### config.mk
export PLATFORM = sky130hd
export DESIGN_NAME = hall_mcm_unit
export DESIGN_NICKNAME = d
export VERILOG_FILES = /design/src/rtl/hall_mcm_pkg.sv /design/src/rtl/hall_compare.sv /design/src/rtl/mcm_event_sel.sv /design/src/rtl/mcm_shadow.sv /design/src/rtl/out_gate.sv /design/src/rtl/hall_mcm_unit.sv
export SDC_FILE = /design/constraint.sdc
export NUM_CORES = 1
export LEC_CHECK = 0
export BUFFER_PORTS_ARGS = -buffer_cell sky130_fd_sc_hd__buf_2
export CORE_ASPECT_RATIO = 1.25
export CORE_MARGIN = 2
export CORE_UTILIZATION = 30
export DETAILED_ROUTE_END_ITERATION = 10
export GPL_TIMING_DRIVEN = 0
export PLACE_DENSITY = 0.58
export SLEW_MARGIN = 20
export SYNTH_ARGS = -nofsm -noshare
export SYNTH_HDL_FRONTEND = slang
export SYNTH_SLANG_ARGS = --single-unit
### constraint.sdc
create_clock -name clk -period 1.8 [get_ports clk]
set_clock_uncertainty 0.2 [all_clocks]
set_input_delay 0.09 -clock clk [delete_from_list [all_inputs] [get_ports clk]]
set_output_delay 0.09 -clock clk [all_outputs]
set_load 0.05 [all_outputs]
### src/rtl/hall_mcm_pkg.sv
package hall_mcm_pkg;

   // Trigger sources for a channel-mask transfer (encoding visible at trig_sel)
   typedef enum logic [1:0] {
      TRG_OFF   = 2'd0,
      TRG_SW    = 2'd1,
      TRG_CHE   = 2'd2,
      TRG_TA_PM = 2'd3
   } trig_e;

   // Synchronisation events that complete a transfer (encoding visible at sync_sel)
   typedef enum logic [1:0] {
      SYN_NONE  = 2'd0,
      SYN_TA_OM = 2'd1,
      SYN_TB_PM = 2'd2,
      SYN_TA_PM = 2'd3
   } sync_e;

endpackage

### src/rtl/hall_compare.sv
module hall_compare #(
   parameter int HALL_W = 3
) (
   input  logic              clk,
   input  logic              rst_n,
   input  logic [HALL_W-1:0] hall_in,
   input  logic              smpl,
   input  logic [HALL_W-1:0] shd_cur_in,
   input  logic [HALL_W-1:0] shd_exp_in,
   input  logic              shd_wr,
   input  logic              xfer_req,
   output logic [HALL_W-1:0] last,
   output logic [HALL_W-1:0] cur,
   output logic [HALL_W-1:0] exp_pat,
   output logic              che,
   output logic              whe
);

   if (HALL_W < 1) begin : g_bad_w
      $error("hall_compare: HALL_W must be at least 1");
   end

   logic [HALL_W-1:0] shd_cur_q, shd_exp_q;
   logic              hit_exp, hit_cur;

   assign hit_exp = smpl && (hall_in == exp_pat);
   assign hit_cur = smpl && (hall_in == cur);

   always_ff @(posedge clk or negedge rst_n) begin
      if (!rst_n) begin
         shd_cur_q <= '0;
         shd_exp_q <= '0;
      end else if (shd_wr) begin
         shd_cur_q <= shd_cur_in;
         shd_exp_q <= shd_exp_in;
      end
   end

   always_ff @(posedge clk or negedge rst_n) begin
      if (!rst_n) begin
         last <= '0;
      end else if (smpl) begin
         last <= hall_in;
      end
   end

   always_ff @(posedge clk or negedge rst_n) begin
      if (!rst_n) begin
         che <= 1'b0;
         whe <= 1'b0;
      end else begin
         che <= hit_exp;
         whe <= smpl && !hit_exp && !hit_cur;
      end
   end

   // Explicit transfer outranks the automatic advance
   always_ff @(posedge clk or negedge rst_n) begin
      if (!rst_n) begin
         cur     <= '0;
         exp_pat <= '0;
      end else if (xfer_req) begin
         cur     <= shd_cur_q;
         exp_pat <= shd_exp_q;
      end else if (hit_exp) begin
         cur     <= exp_pat;
         exp_pat <= shd_exp_q;
      end
   end

   AST_LAST_HOLD: assert property (@(posedge clk) disable iff (!rst_n)
      !smpl |=> $stable(last));
   AST_CHE_ADVANCE: assert property (@(posedge clk) disable iff (!rst_n)
      (smpl && hall_in == exp_pat && !xfer_req) |=> (che && cur == $past(exp_pat)));
   AST_SAME_NO_EVENT: assert property (@(posedge clk) disable iff (!rst_n)
      (smpl && hall_in == cur && hall_in != exp_pat && !xfer_req)
      |=> (!che && !whe && $stable(cur) && $stable(exp_pat)));
   AST_XFER_LOAD: assert property (@(posedge clk) disable iff (!rst_n)
      xfer_req |=> (cur == $past(shd_cur_q) && exp_pat == $past(shd_exp_q)));

endmodule

### src/rtl/mcm_event_sel.sv
module mcm_event_sel
   import hall_mcm_pkg::*;
(
   input  logic [1:0] trig_sel,
   input  logic [1:0] sync_sel,
   input  logic       sw_req,
   input  logic       che,
   input  logic       tmr_a_pm,
   input  logic       tmr_a_om,
   input  logic       tmr_b_pm,
   output logic       trig_hit,
   output logic       sync_hit
);

   trig_e trg;
   sync_e syn;

   assign trg = trig_e'(trig_sel);
   assign syn = sync_e'(sync_sel);

   always_comb begin
      unique case (trg)
         TRG_SW:    trig_hit = sw_req;
         TRG_CHE:   trig_hit = che;
         TRG_TA_PM: trig_hit = tmr_a_pm;
         default:   trig_hit = 1'b0;
      endcase
   end

   always_comb begin
      unique case (syn)
         SYN_TA_OM: sync_hit = tmr_a_om;
         SYN_TB_PM: sync_hit = tmr_b_pm;
         SYN_TA_PM: sync_hit = tmr_a_pm;
         default:   sync_hit = 1'b1;
      endcase
   end

endmodule

### src/rtl/mcm_shadow.sv
module mcm_shadow #(
   parameter int PAT_W = 6
) (
   input  logic             clk,
   input  logic             rst_n,
   input  logic [PAT_W-1:0] shd_val,
   input  logic             shd_wr,
   input  logic             trig_hit,
   input  logic             sync_hit,
   output logic [PAT_W-1:0] active,
   output logic             pending
);

   if (PAT_W < 2 || (PAT_W % 2) != 0) begin : g_bad_w
      $error("mcm_shadow: PAT_W must be a positive even number");
   end

   logic [PAT_W-1:0] shd_q;
   logic             go;

   assign go = (trig_hit || pending) && sync_hit;

   always_ff @(posedge clk or negedge rst_n) begin
      if (!rst_n) begin
         shd_q <= '0;
      end else if (shd_wr) begin
         shd_q <= shd_val;
      end
   end

   always_ff @(posedge clk or negedge rst_n) begin
      if (!rst_n) begin
         active  <= '0;
         pending <= 1'b0;
      end else begin
         if (go) begin
            active <= shd_q;
         end
         if (go) begin
            pending <= 1'b0;
         end else if (trig_hit) begin
            pending <= 1'b1;
         end
      end
   end

   AST_PEND_CLEARS: assert property (@(posedge clk) disable iff (!rst_n)
      (pending && sync_hit) |=> !pending);
   AST_PEND_SETS: assert property (@(posedge clk) disable iff (!rst_n)
      (trig_hit && !sync_hit) |=> pending);
   AST_MASK_HELD: assert property (@(posedge clk) disable iff (!rst_n)
      (!trig_hit && !pending) |=> $stable(active));
   AST_OLD_SHADOW: assert property (@(posedge clk) disable iff (!rst_n)
      go |=> active == $past(shd_q));

endmodule

### src/rtl/out_gate.sv
module out_gate #(
   parameter int NUM_CH      = 3,
   parameter bit PASSIVE_LVL = 1'b0,
   parameter bit REG_OUT     = 1'b0
) (
   input  logic                clk,
   input  logic                rst_n,
   input  logic [2*NUM_CH-1:0] mask,
   input  logic [NUM_CH-1:0]   pwm,
   output logic [NUM_CH-1:0]   ch_out,
   output logic [NUM_CH-1:0]   chn_out
);

   if (NUM_CH < 1) begin : g_bad_n
      $error("out_gate: NUM_CH must be at least 1");
   end

   logic [NUM_CH-1:0] ch_d, chn_d;

   for (genvar i = 0; i < NUM_CH; i++) begin : g_ph
      assign ch_d[i]  = mask[2*i]   ? pwm[i]  : PASSIVE_LVL;
      assign chn_d[i] = mask[2*i+1] ? ~pwm[i] : PASSIVE_LVL;
   end

   if (REG_OUT) begin : g_reg
      always_ff @(posedge clk or negedge rst_n) begin
         if (!rst_n) begin
            ch_out  <= {NUM_CH{PASSIVE_LVL}};
            chn_out <= {NUM_CH{PASSIVE_LVL}};
         end else begin
            ch_out  <= ch_d;
            chn_out <= chn_d;
         end
      end
   end else begin : g_comb
      assign ch_out  = ch_d;
      assign chn_out = chn_d;

      AST_ALL_PASSIVE: assert property (@(posedge clk) disable iff (!rst_n)
         (mask == '0) |-> (ch_out == {NUM_CH{PASSIVE_LVL}}
                           && chn_out == {NUM_CH{PASSIVE_LVL}}));
   end

endmodule

### src/rtl/hall_mcm_unit.sv
module hall_mcm_unit #(
   parameter int HALL_W      = 3,
   parameter int NUM_CH      = 3,
   parameter bit PASSIVE_LVL = 1'b0,
   parameter bit REG_OUT     = 1'b0
) (
   input  logic                clk,
   input  logic                rst_n,
   input  logic [HALL_W-1:0]   hall_in,
   input  logic                hall_smpl,
   input  logic [HALL_W-1:0]   hall_shd_cur,
   input  logic [HALL_W-1:0]   hall_shd_exp,
   input  logic                hall_shd_wr,
   input  logic                hall_xfer_req,
   input  logic                whe_irq_en,
   input  logic [2*NUM_CH-1:0] mcm_shd_val,
   input  logic                mcm_shd_wr,
   input  logic                mcm_sw_req,
   input  logic [1:0]          trig_sel,
   input  logic [1:0]          sync_sel,
   input  logic                tmr_a_pm,
   input  logic                tmr_a_om,
   input  logic                tmr_b_pm,
   input  logic [NUM_CH-1:0]   pwm_in,
   output logic [HALL_W-1:0]   hall_last,
   output logic [HALL_W-1:0]   hall_cur,
   output logic [HALL_W-1:0]   hall_exp,
   output logic                che,
   output logic                whe,
   output logic                whe_irq,
   output logic [2*NUM_CH-1:0] mcm_active,
   output logic                mcm_pending,
   output logic [NUM_CH-1:0]   ch_out,
   output logic [NUM_CH-1:0]   chn_out
);

   localparam int PAT_W = 2 * NUM_CH;

   logic trig_hit, sync_hit;

   hall_compare #(.HALL_W(HALL_W)) i_hall (
      .clk        (clk),
      .rst_n      (rst_n),
      .hall_in    (hall_in),
      .smpl       (hall_smpl),
      .shd_cur_in (hall_shd_cur),
      .shd_exp_in (hall_shd_exp),
      .shd_wr     (hall_shd_wr),
      .xfer_req   (hall_xfer_req),
      .last       (hall_last),
      .cur        (hall_cur),
      .exp_pat    (hall_exp),
      .che        (che),
      .whe        (whe)
   );

   assign whe_irq = whe && whe_irq_en;

   mcm_event_sel i_evt (
      .trig_sel (trig_sel),
      .sync_sel (sync_sel),
      .sw_req   (mcm_sw_req),
      .che      (che),
      .tmr_a_pm (tmr_a_pm),
      .tmr_a_om (tmr_a_om),
      .tmr_b_pm (tmr_b_pm),
      .trig_hit (trig_hit),
      .sync_hit (sync_hit)
   );

   mcm_shadow #(.PAT_W(PAT_W)) i_mcm (
      .clk      (clk),
      .rst_n    (rst_n),
      .shd_val  (mcm_shd_val),
      .shd_wr   (mcm_shd_wr),
      .trig_hit (trig_hit),
      .sync_hit (sync_hit),
      .active   (mcm_active),
      .pending  (mcm_pending)
   );

   out_gate #(
      .NUM_CH      (NUM_CH),
      .PASSIVE_LVL (PASSIVE_LVL),
      .REG_OUT     (REG_OUT)
   ) i_gate (
      .clk     (clk),
      .rst_n   (rst_n),
      .mask    (mcm_active),
      .pwm     (pwm_in),
      .ch_out  (ch_out),
      .chn_out (chn_out)
   );

   AST_EVENTS_EXCL: assert property (@(posedge clk) disable iff (!rst_n)
      !(che && whe));
   AST_IRQ_GATED: assert property (@(posedge clk) disable iff (!rst_n)
      !whe |-> !whe_irq);

endmodule

==> After elaboration in Yosys (flattened, before gate mapping) <==
Index checks and enable logic that the tools add are counted.
{ "totals": {"elab_cells": 46, "ff_bits": 30, "out_inout_bits": 25, "in_bits": 33} }
{ "op_classes": {"n_eq_ne": 8, "bitwise_logic": 3, "n_mux": 14, "n_reduce_logical": 11} }
{ "op_table": {"columns": ["cell", "n"], "rows": [
  ["two-way mux 3 bit", 4],
  ["== test 2 bit (second input constant)", 4],
  ["two-way mux 1 bit", 8],
  ["== test 3 bit", 2],
  ["logical AND 1 bit", 6],
  ["case mux 1 bit (3 select lines)", 2],
  ["== test 2 x 1 -> 1 bit (second input constant)", 2],
  ["nonzero test 2 bit", 2],
  ["NOT 1 bit", 3],
  ["zero test 1 bit", 2],
  ["logical OR 1 bit", 1]
]} }

==> Depth between registers and ports, before layout <==
{ "depth": {"ltp_word": 5, "ltp_mapped": 5, "mapped_depth_nobuf": 4} }

==> Hierarchy <==
A second synthesis with hierarchy kept.
{ "unflattened": {"cells_unflattened": 102, "hier_area_um2": 1353.8} }
{ "by_module_without_submodules": {"columns": ["mod", "cells_each", "n_inst", "area_each_um2", "seq_area_each_um2"], "rows": [
  ["hall_compare", 60, 1, 763.2, 425.4],
  ["mcm_shadow", 29, 1, 489.2, 325.3],
  ["out_gate", 6, 1, 48.8, 0.0],
  ["mcm_event_sel", 6, 1, 46.3, 0.0],
  ["hall_mcm_unit", 1, 1, 6.3, 0.0]
]} }

==> Worst setup path after synthesis <==
Ideal clock, no wire load.
{ "synth_path": {"path_kind": "reg-to-reg", "start": "register i_hall.exp_pat[0]", "end": "register i_hall.cur[0]", "slack_ns": -0.360, "arrival_time_ns": 1.836, "path_buffers": 1, "period_less_slack_ns": 2.160, "required_ns": 1.475, "path_stages_with_launch": 6, "setup_time_ns": 0.125, "path_cell_list": "dfrtp_1 -> xnor2_1 -> nor4bb_1 -> buf_2 -> mux2_4 -> mux2_2"} }
{ "synth_between": {"elab_chain_len": 3, "word_cells_on_any_way": 5, "classes_between": "eq/ne: 1; mux: 2; reduce/logical: 2"} }
{ "synth_lines": {"columns": ["item", "line_no", "source"], "rows": [
  ["start: declaration", "hall_compare.sv:14", "output logic [HALL_W-1:0] exp_pat,"],
  ["start signal: assignment", "hall_compare.sv:64", "exp_pat <= shd_exp_q;"],
  ["start signal: assignment", "hall_compare.sv:67", "exp_pat <= shd_exp_q;"],
  ["== test 3 bit", "hall_compare.sv:26", "assign hit_exp = smpl && (hall_in == exp_pat);"],
  ["logical AND 1 bit", "hall_compare.sv:26", null],
  ["via i_hall.hit_exp", "hall_compare.sv:24", "logic hit_exp, hit_cur;"],
  ["nonzero test 2 bit (no line)", null, null],
  ["end signal: assignment", "hall_compare.sv:63", "cur <= shd_cur_q;"],
  ["end signal: assignment", "hall_compare.sv:66", "cur <= exp_pat;"],
  ["end: declaration", "hall_compare.sv:13", "output logic [HALL_W-1:0] cur,"]
]} }
The timed path passes the listed nets, and every way through them passes these cells. The select of a mux whose other input is x is not followed.
A chain may end at the register's enable or synchronous reset.

==> Worst setup path in the final report <==
{ "layout_path": {"start": "register i_hall.exp_pat[2]", "end": "register i_hall.cur[1]"} }
The elaborated chain is that of the path after synthesis.

==> impl_metrics.env <==
export IMPL_status="complete, but fails checks"
export IMPL_violations="negative setup slack"
export IMPL_irDropWorstVdd_mv=0.468
export IMPL_antenna_cells=0
export IMPL_setup_tns_ps=-464
export IMPL_multiInputGateArea_um2=617
export IMPL_layout_drive_gt1_share=0.590
export IMPL_wl_per_cell_um=13.4
export IMPL_yosys_area_share_xor_xnor=0.0386
export IMPL_globalplace_congestion=0.692
export IMPL_power_mw=2.38
export IMPL_ys_flop_type="dfrtp_1"
export IMPL_nets=216
export IMPL_synthMuxAreaShare=0.292
export IMPL_worst_skew_pair_late_latency_ps=270
export IMPL_cts_sinks=30
export IMPL_first_pass_iters=4
export IMPL_row_count=27
export IMPL_grt_util_all_layers=0.134
export IMPL_synth_seq_area_share=0.552
export IMPL_critPathLaunchType="register"
export IMPL_rsz0062_at_grt="true"
export IMPL_max_clock_path_buffers=2
export IMPL_drv_cap=0
export IMPL_cp_arrival_ps=1890
export IMPL_clockRootBuffer="clkbuf_8"
export IMPL_fin_ws_ps=-127
export IMPL_timing_rr_start="i_hall.exp_pat[2]"
export IMPL_maxSlewViolCount=0
export IMPL_grt_pass1_vias=1119
export IMPL_ioPinCount=58
export IMPL_worstSetupPathType="reg2reg"
export IMPL_drtAntennaViolNets=0
export IMPL_synth_edf_count=0
export IMPL_holdCritStartpoint="hall_in[2]"
export IMPL_core_area_um2=4390
export IMPL_synth_avg_cell_area_um2=15.1
export IMPL_synthAdderAreaFrac=0
export IMPL_synth_cell_types=20
export IMPL_totalWireLength_um=3230
export IMPL_fmax_mhz=519
export IMPL_end_kind="register"
export IMPL_holdWs_ps=38.5
export IMPL_min_path_type="in2reg"
export IMPL_syn_inst=90
export IMPL_max_slew_margin_rel=0.539
export IMPL_yosys_area_share_simple=0.0681
export IMPL_period_share=1.07
export IMPL_drc=0
export IMPL_ys_warn_count=0
export IMPL_placedCellCount=203
export IMPL_cts_buffers=5
export IMPL_die_x_um=64.2
export IMPL_synth_seq_cells=30
export IMPL_fill_cells=412
export IMPL_start_util=0.310
export IMPL_cp_max_fo=5
export IMPL_cp_data_required_time_ps=1760
export IMPL_grt_pass1_wl_um=5140
export IMPL_syn_area_um2=1360
export IMPL_vias_per_cell=4.30
export IMPL_port_buffers=55
export IMPL_area_growth_pct=55.1
export IMPL_drt_iter0_drc=9
export IMPL_period_needed_ps=1930
export IMPL_via_count=1036
export IMPL_grt_overflow=0
export IMPL_htreeDepth=2
export IMPL_finalSetupViolations=6
export IMPL_dieHeight_um=79.3
export IMPL_synth_compound_area_frac=0.0322
export IMPL_max_slew_worst_pin_slew_ps=691
export IMPL_cts_tree="built"
export IMPL_hpwl_um=2130
export IMPL_stdcell_count=241
export IMPL_mappedNetlistNets=123
export IMPL_dieArea_um2=5090
export IMPL_antenna_found_initial=0
export IMPL_crit_path_start="i_hall.exp_pat[2]"
export IMPL_synth_top_family_by_area="multiplexers"
export IMPL_final_seq_area_um2=756
export IMPL_leakagePower_nw=1.02
export IMPL_final_util=0.480
export IMPL_async_flop_share=1.00
export IMPL_power_density_nw_per_um2=1130
export IMPL_cts_clk_slew_worst_paths_ps=60
export IMPL_hold_viol_final=0
export IMPL_grt_start_max_net_pins=31
==> critical path: stages (launching register included) <==
cell      delay [ps]
dfrtp_2          420
xor2_2           160
nor4bb_1         270
buf_4            200
mux2_4           310
mux2_4           260
==> Yosys cell counts (2+ instances only) <==
library cell / count / area (um^2)
mux2_2: 18 / 203
nor2b_1: 3 / 18.8
xor2_1: 5 / 43.8
clkbuf_1: 2 / 7.51
a21oi_1: 2 / 10.0
and2_1: 4 / 25.0
nor2b_2: 2 / 17.5
mux2_4: 10 / 150
dfrtp_1: 30 / 751
nor2_1: 2 / 7.51
mux2_1: 3 / 33.8
==> path summary, 6_finish.rpt <==
check	to	slack (ps)	cells after the start
worst min register to register	i_hall.exp_pat[1]	280	1
worst max-delay path	i_hall.cur[1]	-130	5
max in group asynchronous	i_hall.exp_pat[1]	710	2
min in group asynchronous	i_hall.last[2]	200	2
worst min-delay path	i_hall.whe	40	4
worst max register to register	i_hall.cur[1]	-130	5
==> kinds of logic (layout without fill, tap and decap cells) <==
| group | after synthesis | count (layout) |
|---|---|---|
| XOR/XNOR | 6 | 6 |
| AO/OA/AOI/OAI | 4 | 4 |
| buffers and inverters | 4 | 97 |
| AND/OR/NAND/NOR | 14 | 14 |
| flip-flops | 30 | 30 |
| multiplexers | 32 | 32 |
==> routing by layer <==
metal,vias to the layer above,part of all wire,global-route usage
met1,507,0.41,0.145
met5,-,0,0
li1,496,-,-
met3,2,0.045,0.0368
met4,0,0.013,0.0638
met2,31,0.53,0.240
==> stage by stage <==
stage	cell area (um^2)	setup WS [ps]
6_report	2110	-127
5_1_grt	2110	-195
4_1_cts	2070	-98.3
3_5_place_dp	1720	-171
3_3_place_gp	1720	-144
2_1_floorplan	1370	-216
==> cells in the final DEF, fill, tap and decap left out <==
cell,synthesis,final
dfrtp_1,30,26
mux2_1,3,3
o31ai_1,1,1
xor2_1,5,4
buf_2,1,55
nor2b_2,2,1
a21oi_1,2,2
nor4bb_1,1,1
nor2_1,2,2
dfrtp_2,0,4
nor2b_4,0,1
a221oi_4,1,1
mux2_2,18,15
clkbuf_8,0,5
xor2_2,0,1
xnor2_2,0,1
nor2b_1,3,3
nor2_2,1,1
mux2_4,10,13
nor3b_1,1,1
mux2i_1,1,1
and2_1,4,4
buf_4,0,10
clkbuf_1,2,4
dlygate4sd3_1,0,23
==> registers in the layout (all words and copies together) (netlist names) <==
register and cells:
i_hall.shd_cur_q 3, i_hall.cur 3, i_mcm.shd_q 6, i_hall.che 1
i_mcm.pending 1, i_mcm.active 6, i_hall.whe 1, i_hall.last 3
i_hall.exp_pat 3, i_hall.shd_exp_q 3
==> cell type report <==
type	instances	area share
multi-input combinational	56	0.292
timing repair buffer	87	0.272
sequential	30	0.358
buffer	3	0.00712
tap	58	0.0344
clock buffer	7	0.0362
==> repair_timing <==
action	CTS	global route
hold buffers	23	1
gates resized for setup	1	5
endpoints found under the hold margin	50	1
cloned	0	0
endpoints found under the setup margin	6	13
pin swaps	1	3
buffers inserted	5	4
==> power breakdown <==
group          total (mW)  switching [mW]  leakage [nW]  internal [mW]
sequential          0.883          0.0898         0.351          0.793
combinational       0.994           0.609         0.628          0.385
clock               0.500           0.235        0.0383          0.266
total                2.38           0.934          1.02           1.44
(Power assumes the default switching activity.)
